`config.mk`:
```
export PLATFORM = sky130hd
export DESIGN_NAME = scan_addr_gen
export DESIGN_NICKNAME = d
export VERILOG_FILES = /design/src/rtl/scan_pkg.sv /design/src/rtl/scan_cfg_regs.sv /design/src/rtl/scan_frame_select.sv /design/src/rtl/scan_raster_walker.sv /design/src/rtl/scan_addr_gen.sv
export SDC_FILE = /design/constraint.sdc
export NUM_CORES = 1
export LEC_CHECK = 0
export ABC_AREA = 1
export BUFFER_PORTS_ARGS = -buffer_cell sky130_fd_sc_hd__buf_2
export CAP_MARGIN = 40
export CORE_ASPECT_RATIO = 1.2
export CORE_MARGIN = 3
export CORE_UTILIZATION = 30
export DETAILED_ROUTE_END_ITERATION = 6
export GPL_ROUTABILITY_DRIVEN = 1
export PLACE_DENSITY = 0.52
export SLEW_MARGIN = 20
export SYNTH_ARGS = -nofsm -noshare
export SYNTH_HDL_FRONTEND = slang
export SYNTH_SLANG_ARGS = --single-unit
```
`constraint.sdc`:
```
create_clock -name clk -period 3.46 [get_ports clk]
set_input_delay 0.692 -clock clk [delete_from_list [all_inputs] [get_ports clk]]
set_output_delay 0.692 -clock clk [all_outputs]
set_load 0.01 [all_outputs]
```
`src/rtl/scan_pkg.sv`:
```
package scan_pkg;

    // Register word layout shared by the setting interface
    localparam int WORD_W = 32;
    localparam int DIM_W  = 16;
    localparam int FMT_W  = 3;
    localparam int REG_W  = 3;
    localparam int BPP_W  = 3;
    localparam int NUM_BASES = 4;

    typedef enum logic [REG_W-1:0] {
        REG_SIZE   = 3'd0,
        REG_FMT    = 3'd1,
        REG_PITCH  = 3'd2,
        REG_LEFT0  = 3'd3,
        REG_LEFT1  = 3'd4,
        REG_RIGHT0 = 3'd5,
        REG_RIGHT1 = 3'd6,
        REG_BUFSEL = 3'd7
    } cfg_reg_e;

    localparam logic [FMT_W-1:0] FMT_RGBA8  = 3'd0;
    localparam logic [FMT_W-1:0] FMT_RGB8   = 3'd1;
    localparam logic [FMT_W-1:0] FMT_RGB565 = 3'd2;
    localparam logic [FMT_W-1:0] FMT_RGB5A1 = 3'd3;
    localparam logic [FMT_W-1:0] FMT_RGBA4  = 3'd4;

    // Byte step per pixel; undefined codes fall back to the widest step
    function automatic logic [BPP_W-1:0] fmt_bpp(input logic [FMT_W-1:0] code);
        logic [BPP_W-1:0] step;
        case (code)
            FMT_RGBA8:  step = 3'd4;
            FMT_RGB8:   step = 3'd3;
            FMT_RGB565,
            FMT_RGB5A1,
            FMT_RGBA4:  step = 3'd2;
            default:    step = 3'd4;
        endcase
        return step;
    endfunction

    function automatic logic fmt_bad(input logic [FMT_W-1:0] code);
        return code > FMT_RGBA4;
    endfunction

endpackage

```
`src/rtl/scan_cfg_regs.sv`:
```
module scan_cfg_regs
    import scan_pkg::*;
#(
    parameter int NUM_SCREENS = 2,
    parameter int ADDR_W      = 32,
    parameter int SCR_W       = 1
) (
    input  logic                      clk,
    input  logic                      rst_n,
    input  logic                      wr_en,
    input  logic [SCR_W-1:0]          wr_screen,
    input  logic [REG_W-1:0]          wr_reg,
    input  logic [WORD_W-1:0]         wr_data,
    output logic [DIM_W-1:0]          scr_width  [NUM_SCREENS],
    output logic [DIM_W-1:0]          scr_height [NUM_SCREENS],
    output logic [FMT_W-1:0]          scr_fmt    [NUM_SCREENS],
    output logic [ADDR_W-1:0]         scr_pitch  [NUM_SCREENS],
    output logic [NUM_BASES-1:0][ADDR_W-1:0] scr_base [NUM_SCREENS],
    output logic                      scr_bufsel [NUM_SCREENS]
);

    for (genvar s = 0; s < NUM_SCREENS; s++) begin : g_scr

        typedef struct packed {
            logic [DIM_W-1:0]                   width;
            logic [DIM_W-1:0]                   height;
            logic [FMT_W-1:0]                   fmt;
            logic [ADDR_W-1:0]                  pitch;
            logic [NUM_BASES-1:0][ADDR_W-1:0]   base;
            logic                               bufsel;
        } scr_regs_t;

        scr_regs_t regs_d, regs_q;
        logic      hit;

        assign hit = wr_en && (wr_screen == SCR_W'(s));

        always_comb begin
            regs_d = regs_q;
            if (hit) begin
                case (cfg_reg_e'(wr_reg))
                    REG_SIZE: begin
                        regs_d.width  = wr_data[DIM_W-1:0];
                        regs_d.height = wr_data[2*DIM_W-1:DIM_W];
                    end
                    REG_FMT:    regs_d.fmt     = wr_data[FMT_W-1:0];
                    REG_PITCH:  regs_d.pitch   = wr_data[ADDR_W-1:0];
                    REG_LEFT0:  regs_d.base[0] = wr_data[ADDR_W-1:0];
                    REG_LEFT1:  regs_d.base[1] = wr_data[ADDR_W-1:0];
                    REG_RIGHT0: regs_d.base[2] = wr_data[ADDR_W-1:0];
                    REG_RIGHT1: regs_d.base[3] = wr_data[ADDR_W-1:0];
                    REG_BUFSEL: regs_d.bufsel  = wr_data[0];
                    default:    regs_d = regs_q;
                endcase
            end
        end

        always_ff @(posedge clk or negedge rst_n) begin
            if (!rst_n) begin
                regs_q <= '0;
            end else begin
                regs_q <= regs_d;
            end
        end

        assign scr_width[s]  = regs_q.width;
        assign scr_height[s] = regs_q.height;
        assign scr_fmt[s]    = regs_q.fmt;
        assign scr_pitch[s]  = regs_q.pitch;
        assign scr_base[s]   = regs_q.base;
        assign scr_bufsel[s] = regs_q.bufsel;
    end

endmodule

```
`src/rtl/scan_frame_select.sv`:
```
module scan_frame_select
    import scan_pkg::*;
#(
    parameter int NUM_SCREENS = 2,
    parameter int ADDR_W      = 32,
    parameter int SCR_W       = 1
) (
    input  logic [DIM_W-1:0]          scr_width  [NUM_SCREENS],
    input  logic [DIM_W-1:0]          scr_height [NUM_SCREENS],
    input  logic [FMT_W-1:0]          scr_fmt    [NUM_SCREENS],
    input  logic [ADDR_W-1:0]         scr_pitch  [NUM_SCREENS],
    input  logic [NUM_BASES-1:0][ADDR_W-1:0] scr_base [NUM_SCREENS],
    input  logic                      scr_bufsel [NUM_SCREENS],
    input  logic [SCR_W-1:0]          pick_screen,
    input  logic                      pick_right,
    output logic [DIM_W-1:0]          sel_width,
    output logic [DIM_W-1:0]          sel_height,
    output logic [ADDR_W-1:0]         sel_pitch,
    output logic [ADDR_W-1:0]         sel_base,
    output logic [BPP_W-1:0]          sel_bpp,
    output logic                      sel_bad
);

    logic [FMT_W-1:0] sel_fmt;
    logic [1:0]       base_idx;

    // Base index: bit 1 picks the eye, bit 0 picks the buffer set
    always_comb begin
        sel_width  = '0;
        sel_height = '0;
        sel_pitch  = '0;
        sel_base   = '0;
        sel_fmt    = '0;
        base_idx   = '0;
        for (int s = 0; s < NUM_SCREENS; s++) begin
            if (pick_screen == SCR_W'(s)) begin
                base_idx   = {pick_right, scr_bufsel[s]};
                sel_width  = scr_width[s];
                sel_height = scr_height[s];
                sel_pitch  = scr_pitch[s];
                sel_fmt    = scr_fmt[s];
                sel_base   = scr_base[s][base_idx];
            end
        end
    end

    assign sel_bpp = fmt_bpp(sel_fmt);
    assign sel_bad = fmt_bad(sel_fmt);

endmodule

```
`src/rtl/scan_raster_walker.sv`:
```
module scan_raster_walker
    import scan_pkg::*;
#(
    parameter int ADDR_W = 32
) (
    input  logic              clk,
    input  logic              rst_n,
    input  logic              start,
    input  logic [DIM_W-1:0]  cfg_width,
    input  logic [DIM_W-1:0]  cfg_height,
    input  logic [ADDR_W-1:0] cfg_pitch,
    input  logic [ADDR_W-1:0] cfg_base,
    input  logic [BPP_W-1:0]  cfg_bpp,
    input  logic              take,
    output logic              start_taken,
    output logic              out_valid,
    output logic [ADDR_W-1:0] out_addr,
    output logic              out_last
);

    typedef struct packed {
        logic              active;
        logic [DIM_W-1:0]  col;
        logic [DIM_W-1:0]  row;
        logic [DIM_W-1:0]  width;
        logic [DIM_W-1:0]  height;
        logic [ADDR_W-1:0] pitch;
        logic [BPP_W-1:0]  bpp;
        logic [ADDR_W-1:0] row_base;
        logic [ADDR_W-1:0] addr;
    } walk_t;

    walk_t st_d, st_q;
    logic  col_end, row_end;

    assign col_end     = (st_q.col == st_q.width - DIM_W'(1));
    assign row_end     = (st_q.row == st_q.height - DIM_W'(1));
    assign start_taken = start && !st_q.active;

    always_comb begin
        st_d = st_q;
        if (!st_q.active) begin
            if (start_taken && (cfg_width != '0) && (cfg_height != '0)) begin
                st_d.active   = 1'b1;
                st_d.col      = '0;
                st_d.row      = '0;
                st_d.width    = cfg_width;
                st_d.height   = cfg_height;
                st_d.pitch    = cfg_pitch;
                st_d.bpp      = cfg_bpp;
                st_d.row_base = cfg_base;
                st_d.addr     = cfg_base;
            end
        end else if (take) begin
            if (col_end) begin
                st_d.col = '0;
                if (row_end) begin
                    st_d.active = 1'b0;
                end else begin
                    st_d.row      = st_q.row + DIM_W'(1);
                    st_d.row_base = st_q.row_base + st_q.pitch;
                    st_d.addr     = st_q.row_base + st_q.pitch;
                end
            end else begin
                st_d.col  = st_q.col + DIM_W'(1);
                st_d.addr = st_q.addr + ADDR_W'(st_q.bpp);
            end
        end
    end

    always_ff @(posedge clk or negedge rst_n) begin
        if (!rst_n) begin
            st_q <= '0;
        end else begin
            st_q <= st_d;
        end
    end

    assign out_valid = st_q.active;
    assign out_addr  = st_q.addr;
    assign out_last  = st_q.active && col_end && row_end;

endmodule

```
`src/rtl/scan_addr_gen.sv`:
```
module scan_addr_gen
    import scan_pkg::*;
#(
    parameter int NUM_SCREENS = 2,
    parameter int ADDR_W      = 32,
    localparam int SCR_W      = (NUM_SCREENS > 1) ? $clog2(NUM_SCREENS) : 1
) (
    input  logic              clk,
    input  logic              rst_n,
    input  logic              cfg_we,
    input  logic [SCR_W-1:0]  cfg_screen,
    input  logic [REG_W-1:0]  cfg_reg,
    input  logic [WORD_W-1:0] cfg_wdata,
    input  logic              frame_start,
    input  logic [SCR_W-1:0]  frame_screen,
    input  logic              frame_right,
    input  logic              pix_ready,
    output logic              addr_valid,
    output logic [ADDR_W-1:0] addr,
    output logic              addr_last,
    output logic              fmt_err
);

    logic [DIM_W-1:0]  scr_width  [NUM_SCREENS];
    logic [DIM_W-1:0]  scr_height [NUM_SCREENS];
    logic [FMT_W-1:0]  scr_fmt    [NUM_SCREENS];
    logic [ADDR_W-1:0] scr_pitch  [NUM_SCREENS];
    logic [NUM_BASES-1:0][ADDR_W-1:0] scr_base [NUM_SCREENS];
    logic              scr_bufsel [NUM_SCREENS];

    logic [DIM_W-1:0]  sel_width, sel_height;
    logic [ADDR_W-1:0] sel_pitch, sel_base;
    logic [BPP_W-1:0]  sel_bpp;
    logic              sel_bad;
    logic              start_taken;

    typedef struct packed {
        logic fmt_err;
    } top_state_t;

    top_state_t top_d, top_q;

    scan_cfg_regs #(
        .NUM_SCREENS (NUM_SCREENS),
        .ADDR_W      (ADDR_W),
        .SCR_W       (SCR_W)
    ) u_regs (
        .clk        (clk),
        .rst_n      (rst_n),
        .wr_en      (cfg_we),
        .wr_screen  (cfg_screen),
        .wr_reg     (cfg_reg),
        .wr_data    (cfg_wdata),
        .scr_width  (scr_width),
        .scr_height (scr_height),
        .scr_fmt    (scr_fmt),
        .scr_pitch  (scr_pitch),
        .scr_base   (scr_base),
        .scr_bufsel (scr_bufsel)
    );

    scan_frame_select #(
        .NUM_SCREENS (NUM_SCREENS),
        .ADDR_W      (ADDR_W),
        .SCR_W       (SCR_W)
    ) u_select (
        .scr_width   (scr_width),
        .scr_height  (scr_height),
        .scr_fmt     (scr_fmt),
        .scr_pitch   (scr_pitch),
        .scr_base    (scr_base),
        .scr_bufsel  (scr_bufsel),
        .pick_screen (frame_screen),
        .pick_right  (frame_right),
        .sel_width   (sel_width),
        .sel_height  (sel_height),
        .sel_pitch   (sel_pitch),
        .sel_base    (sel_base),
        .sel_bpp     (sel_bpp),
        .sel_bad     (sel_bad)
    );

    scan_raster_walker #(
        .ADDR_W (ADDR_W)
    ) u_walker (
        .clk         (clk),
        .rst_n       (rst_n),
        .start       (frame_start),
        .cfg_width   (sel_width),
        .cfg_height  (sel_height),
        .cfg_pitch   (sel_pitch),
        .cfg_base    (sel_base),
        .cfg_bpp     (sel_bpp),
        .take        (pix_ready),
        .start_taken (start_taken),
        .out_valid   (addr_valid),
        .out_addr    (addr),
        .out_last    (addr_last)
    );

    always_comb begin
        top_d = top_q;
        if (start_taken && sel_bad) begin
            top_d.fmt_err = 1'b1;
        end
    end

    always_ff @(posedge clk or negedge rst_n) begin
        if (!rst_n) begin
            top_q <= '0;
        end else begin
            top_q <= top_d;
        end
    end

    assign fmt_err = top_q.fmt_err;

endmodule

```
=== Yosys cells after proc, flatten, opt, wreduce, memory -nomap -nowiden ===
Cells that the tools add are included.

* Add/subtract/negate cells: 6
* Magnitude comparators: 3
* Equal/unequal tests: 17
* Mux-type cells: 23
* Bitwise operators: 2
* Reduce and logical (&&, ||, !) cells: 34

{| class="wikitable"
|+ Operators with widths
! operator !! number
|-
| $mux W32 || 6
|-
| $mux W64 || 3
|-
| $mux W164 || 1
|-
| $bmux W32 S2 || 2
|-
| $mux W16 || 5
|-
| $mux W33 || 2
|-
| $reduce_and A2 Y1 || 18
|-
| $add A16 B1 Y16 const B || 2
|-
| $add A32 B3 Y32 || 1
|-
| $add A32 B32 Y32 || 1
|-
| $eq A16 B16 Y1 || 2
|-
| $reduce_bool A16 Y1 || 2
|-
| $sub A16 B1 Y16 const B || 2
|-
| $eq A3 B3 Y1 const B || 5
|-
| $eq A3 B2 Y1 const B || 4
|-
| $logic_and A1 B1 Y1 || 8
|-
| $eq A3 B1 Y1 const B || 2
|-
| $lt A2 B3 Y1 const B || 2
|-
| $ne A2 B2 Y1 const B || 3
|-
| $pmux W3 S2 || 1
|-
| $reduce_and A4 Y1 || 1
|-
| $gt A3 B3 Y1 const B || 1
|-
| $logic_not A3 Y1 || 1
|-
| $mux W3 || 1
|-
| other kinds (7) || 9
|}

* Register bits after elaboration: 557
* Input port bits: 43
* Output and inout port bits: 35
* Logic and storage cells: 113

=== Logic depth before layout (Yosys ltp) ===
* Word-level depth: 6
* Gate-level depth with buffers: 19
* Gate-level depth less buffers: 18

=== Modules after synthesis ===
Synthesis repeated with hierarchy kept, for this count alone.

* Cell total of the unflattened synthesis: 4948
* Area, all modules: 32994.1 um^2

{| class="wikitable"
|+ By module, submodules not included
! module !! times used !! cells each !! area an instance (um^2) !! seq. area each (um^2)
|-
| scan_cfg_regs || 1 || 1766 || 15647.5 || 9809.4
|-
| scan_raster_walker || 1 || 2095 || 13098.8 || 4103.9
|-
| scan_frame_select || 1 || 1083 || 4211.5 || 0.0
|-
| scan_addr_gen || 1 || 4 || 36.3 || 25.0
|}

=== Least setup slack after synthesis ===
Ideal clock, no wire load.

* Path type: reg2out
* Start point: register u_walker.st_q[115] in the netlist's numbering
* End point: output addr_last
* Arrival: 1787 ps
* Setup slack: 981 ps
* Stages on the path, launching flop included: 13
* Path buffers: 0
* Cell sequence: dfrtp_1 inv_1 ha_1 nand2_1 nor2_2 nand2_1 nand3_1 o221ai_1 nor2_1 nand4_1 nor2_1 nand2_1 nor2_1

* Longest elaborated chain between the ends: 4

{| class="wikitable"
|+ RTL lines
! item !! RTL line !! text
|-
| start: declaration || scan_raster_walker.sv:33 || <nowiki>walk_t st_d, st_q;</nowiki>
|-
| start signal: assignment || scan_raster_walker.sv:75 || <nowiki>st_q <= st_d;</nowiki>
|-
| $sub A16 B1 Y16 || scan_raster_walker.sv:36 || <nowiki>assign col_end = (st_q.col == st_q.width - DIM_W'(1));</nowiki>
|-
| $eq A16 B16 Y1 || scan_raster_walker.sv:36 ||
|-
| $logic_and A1 B1 Y1 (2 in a row) || scan_raster_walker.sv:81 || <nowiki>assign out_last = st_q.active && col_end && row_end;</nowiki>
|-
| end: declaration || scan_addr_gen.sv:20 || <nowiki>output logic addr_last,</nowiki>
|}

Every way passes these cells.

=== Worst setup path after layout ===
* Start point: register u_walker.st_q[99] in the netlist's numbering
* End point: output addr_last

* Longest elaborated chain between the ends: 3

{| class="wikitable"
|+ RTL lines
! item !! RTL line !! text
|-
| $sub A16 B1 Y16 || scan_raster_walker.sv:37 || <nowiki>assign row_end = (st_q.row == st_q.height - DIM_W'(1));</nowiki>
|-
| $eq A16 B16 Y1 || scan_raster_walker.sv:37 ||
|-
| $logic_and A1 B1 Y1 || scan_raster_walker.sv:81 ||
|}

Every way passes these cells.

==> impl_results.md <==
- Status: complete, no violations
- RSZ-0062 raised after global routing: true
- Highest achievable clock rate: approximately 300 MHz
- GRT Resource Usage Total: 0.183
- Flops & latches, synth: ~560
- Number of clock sinks seen by CTS: 557
- Number of buffers added by the clock tree synthesis step: 58
- Worst Clk Skew: 0.0157 ns
- Sequential fraction of design power: 0.453
- Number of max-slew violations in the final report: 0
- Die outline width: around 300 um
- Count of placed standard cells including taps: about 5000
- Detail Placement HPWL: about 67000 um
- Share of flip-flops with an asynchronous set or reset: 1.00
- Minimum clock period after layout: roughly 3.3 ns
- Leakage power total: roughly 16 nW
- Placer congestion estimate: about 0.90
- First-pass GRT wire length: between 100000 and 150000 um
- Crit. End Element: output port
- Switch Pwr: between 5 and 6 mW
- Dominant synthesized flop cell: sky130_fd_sc_hd__dfrtp_1
- Leading cell type by number of instances after synthesis: sky130_fd_sc_hd__nand2_1
- Setup TNS: 0 ns
- Synth Instances: approximately 4000
- Effective utilization at floorplan: 0.305
- Vias per inst: 4.87
- Height of the die: 351 um
- Drt drc: 0
- Pin count of the biggest net entering global routing: roughly 100
- Count of fill cells added during filler insertion: about 10000
- Share of Yosys cell area claimed by the top area cell type: 0.468
- Endpoint arrival time on the critical path: between 2 and 3 ns
- Sequential element share of the synthesized area: 0.468
- Worst relative slew slack: 0.449
- Worst Hold Class: primary input to asynchronous set/reset pin
- Global-route congestion overflow total: 0
- Transition time at the pin with the least slew margin: between 0.8 and 0.9 ns
- Site row count: ~130
- Nets@finish: roughly 4000
- Count of pins on the block boundary: 78
- Worst Setup Slack, final: 0.119 ns
- Final antenna-violating net count: 0
- Required time of the critical path: roughly 2.8 ns
- TritonCTS clock tree: done
- Final routed wire length divided by cell count: around 18 um
- Growth of design area from synthesis to finish: 13.1%
- Number of DRC markers in iteration 0: between 2000 and 2500
- Number of search-and-repair iterations in the first detailed-routing pass: 5
- Total power divided by cell area: 553 nW/um^2
- Via count of the first global-routing pass: 24900
- Worst setup path class: flop to output port
- Endpoints failing hold: 0
- CTS HTree Levels: 2
- Core Util, Final: 0.345
- Number of enable-type register cells in the synthesized netlist: 0
- Number of buffers added to fix hold violations after cts: 0
- Share of the cycle needed by the critical path after routing: 0.966
- YS warnings: 0
- Clock latency reported for the late side of the worst-skew pair: between 0.6 and 0.7 ns
- Count of non-filler cells in the finished layout: about 5300
- Synthesized area per cell: between 7 and 8 um^2
- Switching share of total power: 0.316
- Total Die Area: around 100000 um^2
- Clock transition at the registers of the reported paths: about 0.070 ns
- Routed wire length: 94700 um
- Number of antenna violations at the first check in global routing: 8
- Nets in the synthesized netlist: about 4000
- Most used standard cells in the synthesized netlist: sky130_fd_sc_hd__nand2_1 (1288), sky130_fd_sc_hd__dfrtp_1 (557), sky130_fd_sc_hd__o21ai_0 (404)
- Ratio of cells with drive above 1 in the final layout: 0.0932
- Maximum Capacitance Violations: 0
- Port bufs: between 70 and 80
- Category of the worst setup path launch point: flop
- Part of the total power dissipated in the clock network: 0.346
- Internal power: 12.7 mW
- Count of distinct cell types in the synthesized netlist: 49
- Via Count: 25600
- Area of the placeable core: 97600 um^2
- Syn Std Cell Area: 29800 um^2
- Area contributors post-synth: sky130_fd_sc_hd__dfrtp_1 (47%), sky130_fd_sc_hd__nand2_1 (16%), sky130_fd_sc_hd__o21ai_0 (6.8%)
- Synth area leader: sky130_fd_sc_hd__dfrtp_1
- Number of buffers between clock root and the deepest sink: 3
- Peak supply drop: approximately 360 uV
- Gate power share: 0.200
- Worst setup slack after placement: 0.263 ns
- Clk root buf: sky130_fd_sc_hd__clkbuf_16
- Final number of setup-violating endpoints: 0
- Critical path fanouts, max: 3
worst paths after layout:
kind / start / endpoint / slack, ns / cells past startpoint
worst max-delay path: u_walker.st_q[99] / addr_last / 0.12 / 13
worst min-delay path: rst_n / u_regs.scr_base[201] / 0.04 / 1
worst max register to register: u_walker.st_q[64] / u_walker.out_addr[26] / 0.53 / 16
worst min register to register: u_regs.scr_width[31] / u_regs.scr_width[31] / 0.48 / 2
max in group asynchronous: rst_n / u_walker.st_q[144] / 2.44 / 2
min in group clk: cfg_wdata[0] / u_regs.scr_base[64] / 0.28 / 3
layer usage:
layer	global-route usage	vias to the layer above	routed length [um]
met1	0.250	12200	44400
met5	0	-	79
li1	-	12700	-
met4	0.0514	12	2480
met3	0.0213	141	3200
met2	0.308	447	44600
cell usage in the layout, fill, tap and decap left out, types with 4 or more instances in the layout:
| cell | instances |
|---|---|
| sky130_fd_sc_hd__a21oi_1 | 181 |
| sky130_fd_sc_hd__a22oi_1 | 6 |
| sky130_fd_sc_hd__a32o_1 | 11 |
| sky130_fd_sc_hd__a32oi_1 | 15 |
| sky130_fd_sc_hd__buf_12 | 18 |
| sky130_fd_sc_hd__buf_2 | 76 |
| sky130_fd_sc_hd__buf_4 | 77 |
| sky130_fd_sc_hd__bufinv_16 | 4 |
| sky130_fd_sc_hd__clkbuf_1 | 17 |
| sky130_fd_sc_hd__clkbuf_16 | 58 |
| sky130_fd_sc_hd__clkbuf_8 | 13 |
| sky130_fd_sc_hd__clkinv_2 | 12 |
| sky130_fd_sc_hd__dfrtp_1 | 550 |
| sky130_fd_sc_hd__dfrtp_2 | 7 |
| sky130_fd_sc_hd__ha_1 | 36 |
| sky130_fd_sc_hd__inv_1 | 288 |
| sky130_fd_sc_hd__inv_2 | 5 |
| sky130_fd_sc_hd__nand2_1 | 1273 |
| sky130_fd_sc_hd__nand2_2 | 16 |
| sky130_fd_sc_hd__nand3_1 | 187 |
| sky130_fd_sc_hd__nand3_2 | 10 |
| sky130_fd_sc_hd__nand3b_1 | 17 |
| sky130_fd_sc_hd__nand4_1 | 32 |
| sky130_fd_sc_hd__nor2_1 | 311 |
| sky130_fd_sc_hd__nor2_2 | 8 |
| sky130_fd_sc_hd__nor2_4 | 13 |
| sky130_fd_sc_hd__nor3_1 | 34 |
| sky130_fd_sc_hd__o211ai_1 | 21 |
| sky130_fd_sc_hd__o21a_1 | 41 |
| sky130_fd_sc_hd__o21ai_0 | 404 |
| sky130_fd_sc_hd__o21ai_1 | 30 |
| sky130_fd_sc_hd__o22ai_1 | 13 |
| sky130_fd_sc_hd__o311ai_0 | 19 |
| sky130_fd_sc_hd__o31ai_1 | 6 |
| sky130_fd_sc_hd__or2_2 | 31 |
| sky130_fd_sc_hd__xnor2_1 | 43 |
| sky130_fd_sc_hd__xor2_1 | 51 |
cell type report:
cell class                      count  area (um^2)  share of cell area
Clock inverter                     21          231             0.00688
Clock buffer                       88         1690              0.0503
Inverter                          296         1110              0.0331
Timing Repair Buffer              176         1360              0.0405
Sequential cell                   557        13900               0.414
Tap cell                         1270         1590              0.0472
Multi-Input combinational cell   2843        13700               0.408
Antenna cell                        2         5.00            0.000149
repair_timing:
action | CTS | global route
gates resized for setup | 11 | 43
buffers inserted | 3 | 9
setup endpoints to repair | 1 | 1
pin swaps | 1 | 15
per-stage QoR:
step	power, mW	hold WS, ns	cell area [um^2]
2_1_floorplan	10.9	0.396	29800
6_report	18.6	0.0363	33700
3_3_place_gp	12.2	0.458	31400
5_1_grt	19.7	0.0929	33700
4_1_cts	18.8	0.0537	33400
3_5_place_dp	12.2	0.465	31400
power groups by stage:
stage | Sequential (mW) | Combinational (mW) | Clock, mW
4_1_cts | 8.42 | 3.72 | 6.61
3_5_place_dp | 8.53 | 3.70 | 0
3_3_place_gp | 8.53 | 3.66 | 0
6_report | 8.44 | 3.73 | 6.45
2_1_floorplan | 8.28 | 2.58 | 0
5_1_grt | 8.57 | 4.29 | 6.86
cells by family after synthesis:
| group | count (synthesis) | synth area share |
|---|---|---|
| flops | 557 | 0.468 |
| buf+inv | 555 | 0.0786 |
| compound gates | 761 | 0.142 |
| mux | 3 | 0.00101 |
| fa+ha+maj | 40 | 0.0173 |
| xor+xnor | 95 | 0.0280 |
| simple gates | 1944 | 0.265 |
registers in the layout, indices dropped and copies added, names as in the netlist, 2 cells and up:
name               cells
u_walker.st_q        131
u_regs.scr_fmt         6
u_walker.out_addr     32
u_regs.scr_base      256
u_regs.scr_width      32
u_regs.scr_height     32
u_regs.scr_pitch      64
u_regs.scr_bufsel      2
worst max-delay path: stages (launching register included):
cell and delay [ns]:
sky130_fd_sc_hd__dfrtp_1 0.40, sky130_fd_sc_hd__inv_1 0.11, sky130_fd_sc_hd__ha_2 0.21, sky130_fd_sc_hd__nand3_2 0.15
sky130_fd_sc_hd__nand2_2 0.12, sky130_fd_sc_hd__nand2_1 0.06, sky130_fd_sc_hd__nand2_1 0.05, sky130_fd_sc_hd__nand2_1 0.06
sky130_fd_sc_hd__nor3_1 0.19, sky130_fd_sc_hd__nand4_1 0.14, sky130_fd_sc_hd__nor3_2 0.23, sky130_fd_sc_hd__nand2_4 0.07
sky130_fd_sc_hd__nor2_4 0.12, sky130_fd_sc_hd__buf_6 0.11
Note: power is estimated with default switching activity, not from simulation.
